**src/rtl/uart_mmr_pkg.sv**
```systemverilog
package uart_mmr_pkg;

    localparam int DATA_W     = 16;
    localparam int BYTE_W     = 8;
    localparam int NUM_REGS   = 12;
    localparam int IDX_W      = $clog2(NUM_REGS);
    localparam int SLOT_SHIFT = 2;
    localparam int STICKY_N   = 5;

    localparam logic [1:0] SZ_BYTE = 2'b00;
    localparam logic [1:0] SZ_HALF = 2'b01;
    localparam logic [1:0] SZ_WORD = 2'b10;

    // line status bit positions
    localparam int LS_DR   = 0;
    localparam int LS_OE   = 1;
    localparam int LS_PE   = 2;
    localparam int LS_FE   = 3;
    localparam int LS_BI   = 4;
    localparam int LS_THRE = 5;
    localparam int LS_TEMT = 6;
    localparam int LS_TFI  = 7;

    localparam int EN_TX_BIT  = 1;
    localparam int MS_CTS_CHG = 0;

    typedef enum logic [IDX_W-1:0] {
        RG_DIV_LO     = 4'd0,
        RG_DIV_HI     = 4'd1,
        RG_GCTL       = 4'd2,
        RG_LINE_CTL   = 4'd3,
        RG_MODEM_CTL  = 4'd4,
        RG_LINE_STAT  = 4'd5,
        RG_MODEM_STAT = 4'd6,
        RG_SCRATCH    = 4'd7,
        RG_EN_SET     = 4'd8,
        RG_EN_CLR     = 4'd9,
        RG_TX_HOLD    = 4'd10,
        RG_RX_BUF     = 4'd11
    } reg_e;

    typedef struct packed {
        logic wr;
        logic rd;
        logic err_size;
        logic err_map;
        reg_e idx;
    } req_t;

    function automatic logic is_plain(int i);
        return (i == int'(RG_DIV_LO))    || (i == int'(RG_DIV_HI)) ||
               (i == int'(RG_GCTL))      || (i == int'(RG_LINE_CTL)) ||
               (i == int'(RG_MODEM_CTL)) || (i == int'(RG_SCRATCH));
    endfunction

    function automatic logic [DATA_W-1:0] plain_reset(int i);
        return (i == int'(RG_DIV_LO)) ? DATA_W'(1) : '0;
    endfunction

    // sticky vector order: [0]=OE [1]=PE [2]=FE [3]=BI [4]=TFI
    function automatic logic [DATA_W-1:0] lsr_merge(logic [STICKY_N-1:0] s,
                                                   logic dr, logic thre, logic temt);
        logic [DATA_W-1:0] v;
        v          = '0;
        v[LS_DR]   = dr;
        v[LS_OE]   = s[0];
        v[LS_PE]   = s[1];
        v[LS_FE]   = s[2];
        v[LS_BI]   = s[3];
        v[LS_THRE] = thre;
        v[LS_TEMT] = temt;
        v[LS_TFI]  = s[4];
        return v;
    endfunction

    function automatic logic [STICKY_N-1:0] lsr_clear_mask(logic [DATA_W-1:0] d);
        return {d[LS_TFI], d[LS_BI], d[LS_FE], d[LS_PE], d[LS_OE]};
    endfunction

endpackage

```
**src/rtl/uart_mmr_decode.sv**
```systemverilog
module uart_mmr_decode
    import uart_mmr_pkg::*;
#(
    parameter int ADDR_W = 6
) (
    input  logic              wr,
    input  logic              rd,
    input  logic [ADDR_W-1:0] addr,
    input  logic [1:0]        size,
    output req_t              req
);
    localparam int SLOT_W = ADDR_W - SLOT_SHIFT;

    logic              active;
    logic              size_ok;
    logic              map_ok;
    logic [SLOT_W-1:0] slot;

    always_comb begin
        active  = wr | rd;
        slot    = addr[ADDR_W-1:SLOT_SHIFT];
        size_ok = (size == SZ_HALF) && !addr[0];
        map_ok  = !addr[1] && (int'(slot) < NUM_REGS);

        req.wr       = active && size_ok && map_ok && wr;
        req.rd       = active && size_ok && map_ok && !wr;
        req.err_size = active && !size_ok;
        req.err_map  = active && size_ok && !map_ok;
        req.idx      = map_ok ? reg_e'(slot[IDX_W-1:0]) : RG_DIV_LO;
    end
endmodule

```
**src/rtl/uart_mmr_ctrl.sv**
```systemverilog
module uart_mmr_ctrl
    import uart_mmr_pkg::*;
(
    input  logic              clk,
    input  logic              rst,
    input  logic              wr_en,
    input  reg_e              wr_idx,
    input  logic [DATA_W-1:0] wdata,
    output logic [DATA_W-1:0] plain_q [NUM_REGS],
    output logic [DATA_W-1:0] en_q,
    output logic [BYTE_W-1:0] hold_q
);
    for (genvar i = 0; i < NUM_REGS; i++) begin : g_slot
        localparam reg_e SLOT = reg_e'(i);
        if (is_plain(i)) begin : g_store
            logic [DATA_W-1:0] q;
            always_ff @(posedge clk) begin
                if (rst)
                    q <= plain_reset(i);
                else if (wr_en && wr_idx == SLOT)
                    q <= wdata;
            end
            assign plain_q[i] = q;
        end else begin : g_none
            assign plain_q[i] = '0;
        end
    end

    always_ff @(posedge clk) begin
        if (rst) begin
            en_q   <= '0;
            hold_q <= '0;
        end else if (wr_en) begin
            case (wr_idx)
                RG_EN_SET:  en_q   <= en_q | wdata;
                RG_EN_CLR:  en_q   <= en_q & ~wdata;
                RG_TX_HOLD: hold_q <= wdata[BYTE_W-1:0];
                default: ;
            endcase
        end
    end
endmodule

```
**src/rtl/uart_mmr_status.sv**
```systemverilog
module uart_mmr_status
    import uart_mmr_pkg::*;
(
    input  logic                clk,
    input  logic                rst,
    input  logic [STICKY_N-1:0] line_clr,
    input  logic                cts_clr,
    input  logic [STICKY_N-1:0] line_evt,
    input  logic                cts_evt,
    output logic [STICKY_N-1:0] sticky_q,
    output logic                cts_q
);
    always_ff @(posedge clk) begin
        if (rst) begin
            sticky_q <= '0;
            cts_q    <= 1'b0;
        end else begin
            // a new event outranks a clear in the same cycle
            sticky_q <= (sticky_q & ~line_clr) | line_evt;
            cts_q    <= (cts_q & ~cts_clr) | cts_evt;
        end
    end
endmodule

```
**src/rtl/uart_mmr_core.sv**
```systemverilog
module uart_mmr_core
    import uart_mmr_pkg::*;
#(
    parameter int ADDR_W = 6
) (
    input  logic                clk,
    input  logic                rst,
    input  logic [ADDR_W-1:0]   bus_addr,
    input  logic [1:0]          bus_size,
    input  logic                bus_wr,
    input  logic                bus_rd,
    input  logic [DATA_W-1:0]   bus_wdata,
    output logic [DATA_W-1:0]   bus_rdata,
    output logic                bus_err_size,
    output logic                bus_err_map,
    output logic                tx_push,
    output logic [BYTE_W-1:0]   tx_data,
    output logic                tx_event,
    output logic                rx_pop,
    input  logic [BYTE_W-1:0]   rx_data,
    input  logic                live_dr,
    input  logic                live_thre,
    input  logic                live_temt,
    input  logic [STICKY_N-1:0] line_evt,
    input  logic                cts_evt
);
    req_t                req;
    logic [DATA_W-1:0]   plain_q [NUM_REGS];
    logic [DATA_W-1:0]   en_q;
    logic [BYTE_W-1:0]   hold_q;
    logic [STICKY_N-1:0] sticky_q;
    logic                cts_q;
    logic [STICKY_N-1:0] line_clr;
    logic                cts_clr;
    logic [DATA_W-1:0]   rd_val;

    uart_mmr_decode #(.ADDR_W(ADDR_W)) u_decode (
        .wr   (bus_wr),
        .rd   (bus_rd),
        .addr (bus_addr),
        .size (bus_size),
        .req  (req)
    );

    uart_mmr_ctrl u_ctrl (
        .clk     (clk),
        .rst     (rst),
        .wr_en   (req.wr),
        .wr_idx  (req.idx),
        .wdata   (bus_wdata),
        .plain_q (plain_q),
        .en_q    (en_q),
        .hold_q  (hold_q)
    );

    always_comb begin
        line_clr = (req.wr && req.idx == RG_LINE_STAT) ? lsr_clear_mask(bus_wdata) : '0;
        cts_clr  = req.wr && req.idx == RG_MODEM_STAT && bus_wdata[MS_CTS_CHG];
    end

    uart_mmr_status u_status (
        .clk      (clk),
        .rst      (rst),
        .line_clr (line_clr),
        .cts_clr  (cts_clr),
        .line_evt (line_evt),
        .cts_evt  (cts_evt),
        .sticky_q (sticky_q),
        .cts_q    (cts_q)
    );

    // strobes toward the transceiver, valid in the request cycle
    always_comb begin
        tx_push  = req.wr && req.idx == RG_TX_HOLD;
        tx_data  = bus_wdata[BYTE_W-1:0];
        tx_event = tx_push && en_q[EN_TX_BIT];
        rx_pop   = req.rd && req.idx == RG_RX_BUF;
    end

    always_comb begin
        case (req.idx)
            RG_LINE_STAT:  rd_val = lsr_merge(sticky_q, live_dr, live_thre, live_temt);
            RG_MODEM_STAT: rd_val = DATA_W'(cts_q);
            RG_EN_SET,
            RG_EN_CLR:     rd_val = en_q;
            RG_TX_HOLD:    rd_val = DATA_W'(hold_q);
            RG_RX_BUF:     rd_val = DATA_W'(rx_data);
            default:       rd_val = plain_q[req.idx];
        endcase
    end

    always_ff @(posedge clk) begin
        if (rst) begin
            bus_rdata    <= '0;
            bus_err_size <= 1'b0;
            bus_err_map  <= 1'b0;
        end else begin
            bus_rdata    <= req.rd ? rd_val : '0;
            bus_err_size <= req.err_size;
            bus_err_map  <= req.err_map;
        end
    end
endmodule

```
**config.mk**
```make
export PLATFORM = sky130hd
export DESIGN_NAME = uart_mmr_core
export DESIGN_NICKNAME = d
export VERILOG_FILES = /design/src/rtl/uart_mmr_pkg.sv /design/src/rtl/uart_mmr_decode.sv /design/src/rtl/uart_mmr_ctrl.sv /design/src/rtl/uart_mmr_status.sv /design/src/rtl/uart_mmr_core.sv
export SDC_FILE = /design/constraint.sdc
export NUM_CORES = 1
export LEC_CHECK = 0
export BUFFER_PORTS_ARGS = -buffer_cell sky130_fd_sc_hd__buf_4
export CORE_ASPECT_RATIO = 0.5
export CORE_UTILIZATION = 63
export CTS_CLUSTER_SIZE = 30
export DETAILED_ROUTE_END_ITERATION = 7
export GPL_ROUTABILITY_DRIVEN = 0
export HOLD_SLACK_MARGIN = 0.03
export PLACE_DENSITY_LB_ADDON = 0.3
export SLEW_MARGIN = 10
export SYNTH_ARGS = -nofsm -noshare
export SYNTH_HDL_FRONTEND = slang
export SYNTH_SLANG_ARGS = --single-unit
export TNS_END_PERCENT = 20
```
**constraint.sdc**
```tcl
create_clock -name clk -period 4.3 [get_ports clk]
set_input_delay 0.86 -clock clk [delete_from_list [all_inputs] [get_ports clk]]
set_output_delay 0.86 -clock clk [all_outputs]
set_load 0.02 [all_outputs]
```
==> summary.txt <==
Final layout
  • FF/Latch Area: 2880 µm²
  • Synth-to-Final Area Change: 14.3%
  • Number of antenna diodes: 0
  • Fraction of layout cells with a size suffix above 1: 20.0%
  • Multi-input combinational cell area: 3570 µm²
  • Number of fillers in the final layout: 738
  • Share of the core filled with cells: 75.9%
  • Nets: 865

Setup path
  • Stage delay of the slowest cell on the critical path: 0.48 ns
  • Category of cells accounting for the largest share of critical-path delay: simple AND/OR/NAND/NOR gates
  • Arrival @ worst endpoint: 2.50 ns
  • Maximum net fanout on the critical path: 51
  • Critical path's slowest cell: buf_4
  • Critical Path Source Type: input pin
  • Total stage count of the critical path: 5
  • Path type of the worst setup path: input pin to output pin
  • WP data required: 3.44 ns
  • Number of buffers and inverters on the critical path: 2
  • Most common cell on crit path: buf_4
  • Critical path cell sequence: buf_4, and2_1, nand2_1, nor3_1, buf_4
  • Kind of capture point of the worst setup path: output pin
  • Number of cells on the worst reg-to-reg path: 4

Synthesis
  • Number of instances in the synthesized netlist: 801
  • Cells taking the most area after synthesis: dfxtp_1 41%, mux2i_1 8.3%, nand2_1 7.6%
  • Mean post-synth cell area: 8.69 µm²
  • Most numerous cell types in the synthesized netlist: 144 x dfxtp_1, 140 x nand2_1, 92 x a21oi_1, 58 x mux2i_1, 40 x clkbuf_1
  • Post-synthesis mux area share: 8.99%
  • Number of enable flip-flop cells after synthesis: 0
  • Simple logic cell fraction of the synthesized area: 20.1%
  • Yosys warns: 0
  • Xor and xnor area share after synthesis: 0.126%
  • Number of storage elements in the synthesis netlist: 144
  • Compound-cell area share of the yosys netlist: 22.0%
  • Post-synthesis sequential area ratio: 41.4%
  • Combinational family with the most area after synthesis: compound AO/OA/AOI/OAI gates
  • Count of different cell masters after synthesis: 64
  • Adder-Cell Fraction of Synth Area: 0%
  • Post-synthesis cell type with the largest combined area: dfxtp_1
  • Share of Yosys cell area claimed by the top area cell type: 41.4%
  • Async set-or-reset flop fraction in the synthesized netlist: 0%
  • Most common cell in the synthesized netlist: dfxtp_1
  • Post-Syn Area: 6960 µm²
  • Net count after synthesis: 846
  • Leading register cell type out of synthesis: dfxtp_1

Drt
  • Post-route DRC violation count: 0
  • Met2 Routed Length: 9.00 mm
  • Post-detailed-route count of antenna-violating nets: 0
  • Via/cell ratio: 6.58
  • Met1 Routed Length: 8.05 mm
  • Detail-routed net length per standard cell: 20.9 µm
  • Topmost layer with routed signal wires: met4
  • Via total after detailed routing: 6400
  • WL met3: 2.62 mm
  • Detailed-router iteration count before antenna repair: 6
  • Violation count after the first detailed-route iteration: 996
  • Post-Route WL: 20.4 mm

Die
  • Initial standard-cell utilization of the core: 66.4%
  • X dimension of the die: 151 µm
  • Die Y: 76.3 µm
  • Full die area: 11500 µm²
  • Core box area: 10500 µm²
  • I/O pin cnt: 74
  • Placement Rows: 26

Power
  • Pwr dens: 392 nW/µm²
  • Worst IR Drop VDD: 0.221 mV
  • Leak pwr: 2.93 nW

Status
  • Status: finished, final reports clean

Place
  • Setup Slack @ Placement: 1.04 ns
  • Port Buffer Count: 73
  • Half-perimeter wire length after placement: 12.9 mm

Timing
  • Fin. Hold Viols: 0
  • Post-layout min period: 3.36 ns
  • Worst hold-check slack: 0.454 ns
  • Setup Total Neg Slack: 0 ns
  • Worst-Margin Slew: 1.08 ns
  • Worst Skew: 0.00982 ns
  • Highest attainable clock frequency: 0.298 GHz
  • Final Worst Setup Slack: 0.939 ns
  • Fraction of the cycle the final worst path needs: 78.2%
  • Relative slew slack: 27.7%
  • Final setup vio count: 0
  • Final Max Tran Viols: 0
  • RSZ-0062 raised after global routing: no

Global route
  • Number of antenna violations at the first check in global routing: 0
  • All-layer global routing usage: 36.3%
  • Global-route wire length before repair: 31.7 mm
  • Remaining global-route overflow: 0
  • Largest net degree at the start of global routing: 75
  • Vias in the first global route: 6079

CTS
  • Count of cells resized by post-cts repair: 0
  • Clock buffer depth: 2
  • H-tree Lvls: 4
  • Total number of clock tree sinks: 144
  • Hold bufs inserted after CTS: 0
  • Clock transition at the registers of the reported paths: 0.06 ns
  • Buffer cell driving the clock tree root: clkbuf_16
  • Later-pin clock latency in the skew report: 0.42 ns
  • Number of buffers inserted during clock tree synthesis: 17
  • CTS tree: built
  • Buffer count from post-CTS setup fixing: 0

Hold path
  • Hold Path Depth: 2
  • Worst hold-check path type: flop to flop

Job
  • Max_cap viols: 0
where the power goes:
part / total (W) / switching, W / leakage [nW] / internal (W)
combinational: 0.000265 / 0.000176 / 1.48 / 0.0000893
sequential: 0.00135 / 0.00000441 / 1.16 / 0.00134
clock: 0.00150 / 0.000563 / 0.290 / 0.000941
cell usage in the layout, fill, tap and decap left out, drive strengths merged, types with 3 or more instances in the layout:
| master | n |
|---|---|
| dfxtp | 144 |
| nand2 | 140 |
| a21oi | 103 |
| buf | 88 |
| mux2i | 58 |
| nor2 | 43 |
| nand2b | 37 |
| clkbuf | 22 |
| a311oi | 19 |
| a221oi | 18 |
| o21ai | 18 |
| inv | 17 |
| o22ai | 9 |
| nand4 | 8 |
| a22oi | 8 |
| o2111ai | 7 |
| nor3b | 6 |
| nor3 | 6 |
| a211oi | 5 |
| nor4 | 5 |
| a21o | 4 |
| nor2b | 4 |
| o221a | 4 |
| or3 | 4 |
| and3b | 4 |
| mux2 | 4 |
| clkinv | 4 |
| or4b | 4 |
| or4 | 3 |
| bufinv | 3 |
| or3b | 3 |
cell type report:
cell class / count / share of cell area, %
Tap cell: 140 / 2.20
Clock buffer: 22 / 5.84
Timing Repair Buffer: 88 / 8.31
Sequential cell: 144 / 36.3
Clock inverter: 10 / 1.68
Multi-Input combinational cell: 553 / 45.0
Inverter: 16 / 0.755
metrics by stage:
step | instance area [µm²] | std cells | total power, W
6_report | 7950 | 973 | 0.00311
5_1_grt | 7950 | 973 | 0.00319
4_1_cts | 7950 | 973 | 0.00310
3_5_place_dp | 7350 | 941 | 0.00163
3_3_place_gp | 7350 | 941 | 0.00162
2_1_floorplan | 6960 | 801 | 0.00155
cell families (layout without fill, tap and decap cells):
family | after synthesis | after routing
AND/OR/NAND/NOR | 278 | 278
AO/OA/AOI/OAI | 212 | 212
flip-flops | 144 | 144
buffers and inverters | 104 | 136
multiplexers | 62 | 62
XOR/XNOR | 1 | 1
final timing paths:
kind	start	endpoint	slack (ns)
max	bus_addr[3]	rx_pop	0.94
min	u_ctrl.g_slot[7].g_store.q[7]	u_ctrl.g_slot[7].g_store.q[7]	0.45
max reg2reg	u_ctrl.g_slot[4].g_store.q[0]	bus_rdata[0]	2.84
min reg2reg	u_ctrl.g_slot[7].g_store.q[7]	u_ctrl.g_slot[7].g_store.q[7]	0.45
per-layer routing:
metal  GRT usage, %  vias to the layer above
met5              0                        -
met4           16.4                        0
met3           10.5                       76
met2           55.5                      471
met1           47.4                     2983
li1               -                     2870
worst reg2reg max path, cell delays in order, from the launching register on:
cell and delay (ns):
dfxtp_1 0.33, nor3b_1 0.22, a311oi_1 0.09, or4_1 0.53
a21oi_1 0.20
No activity file was read; power rests on OpenSTA's default activity.
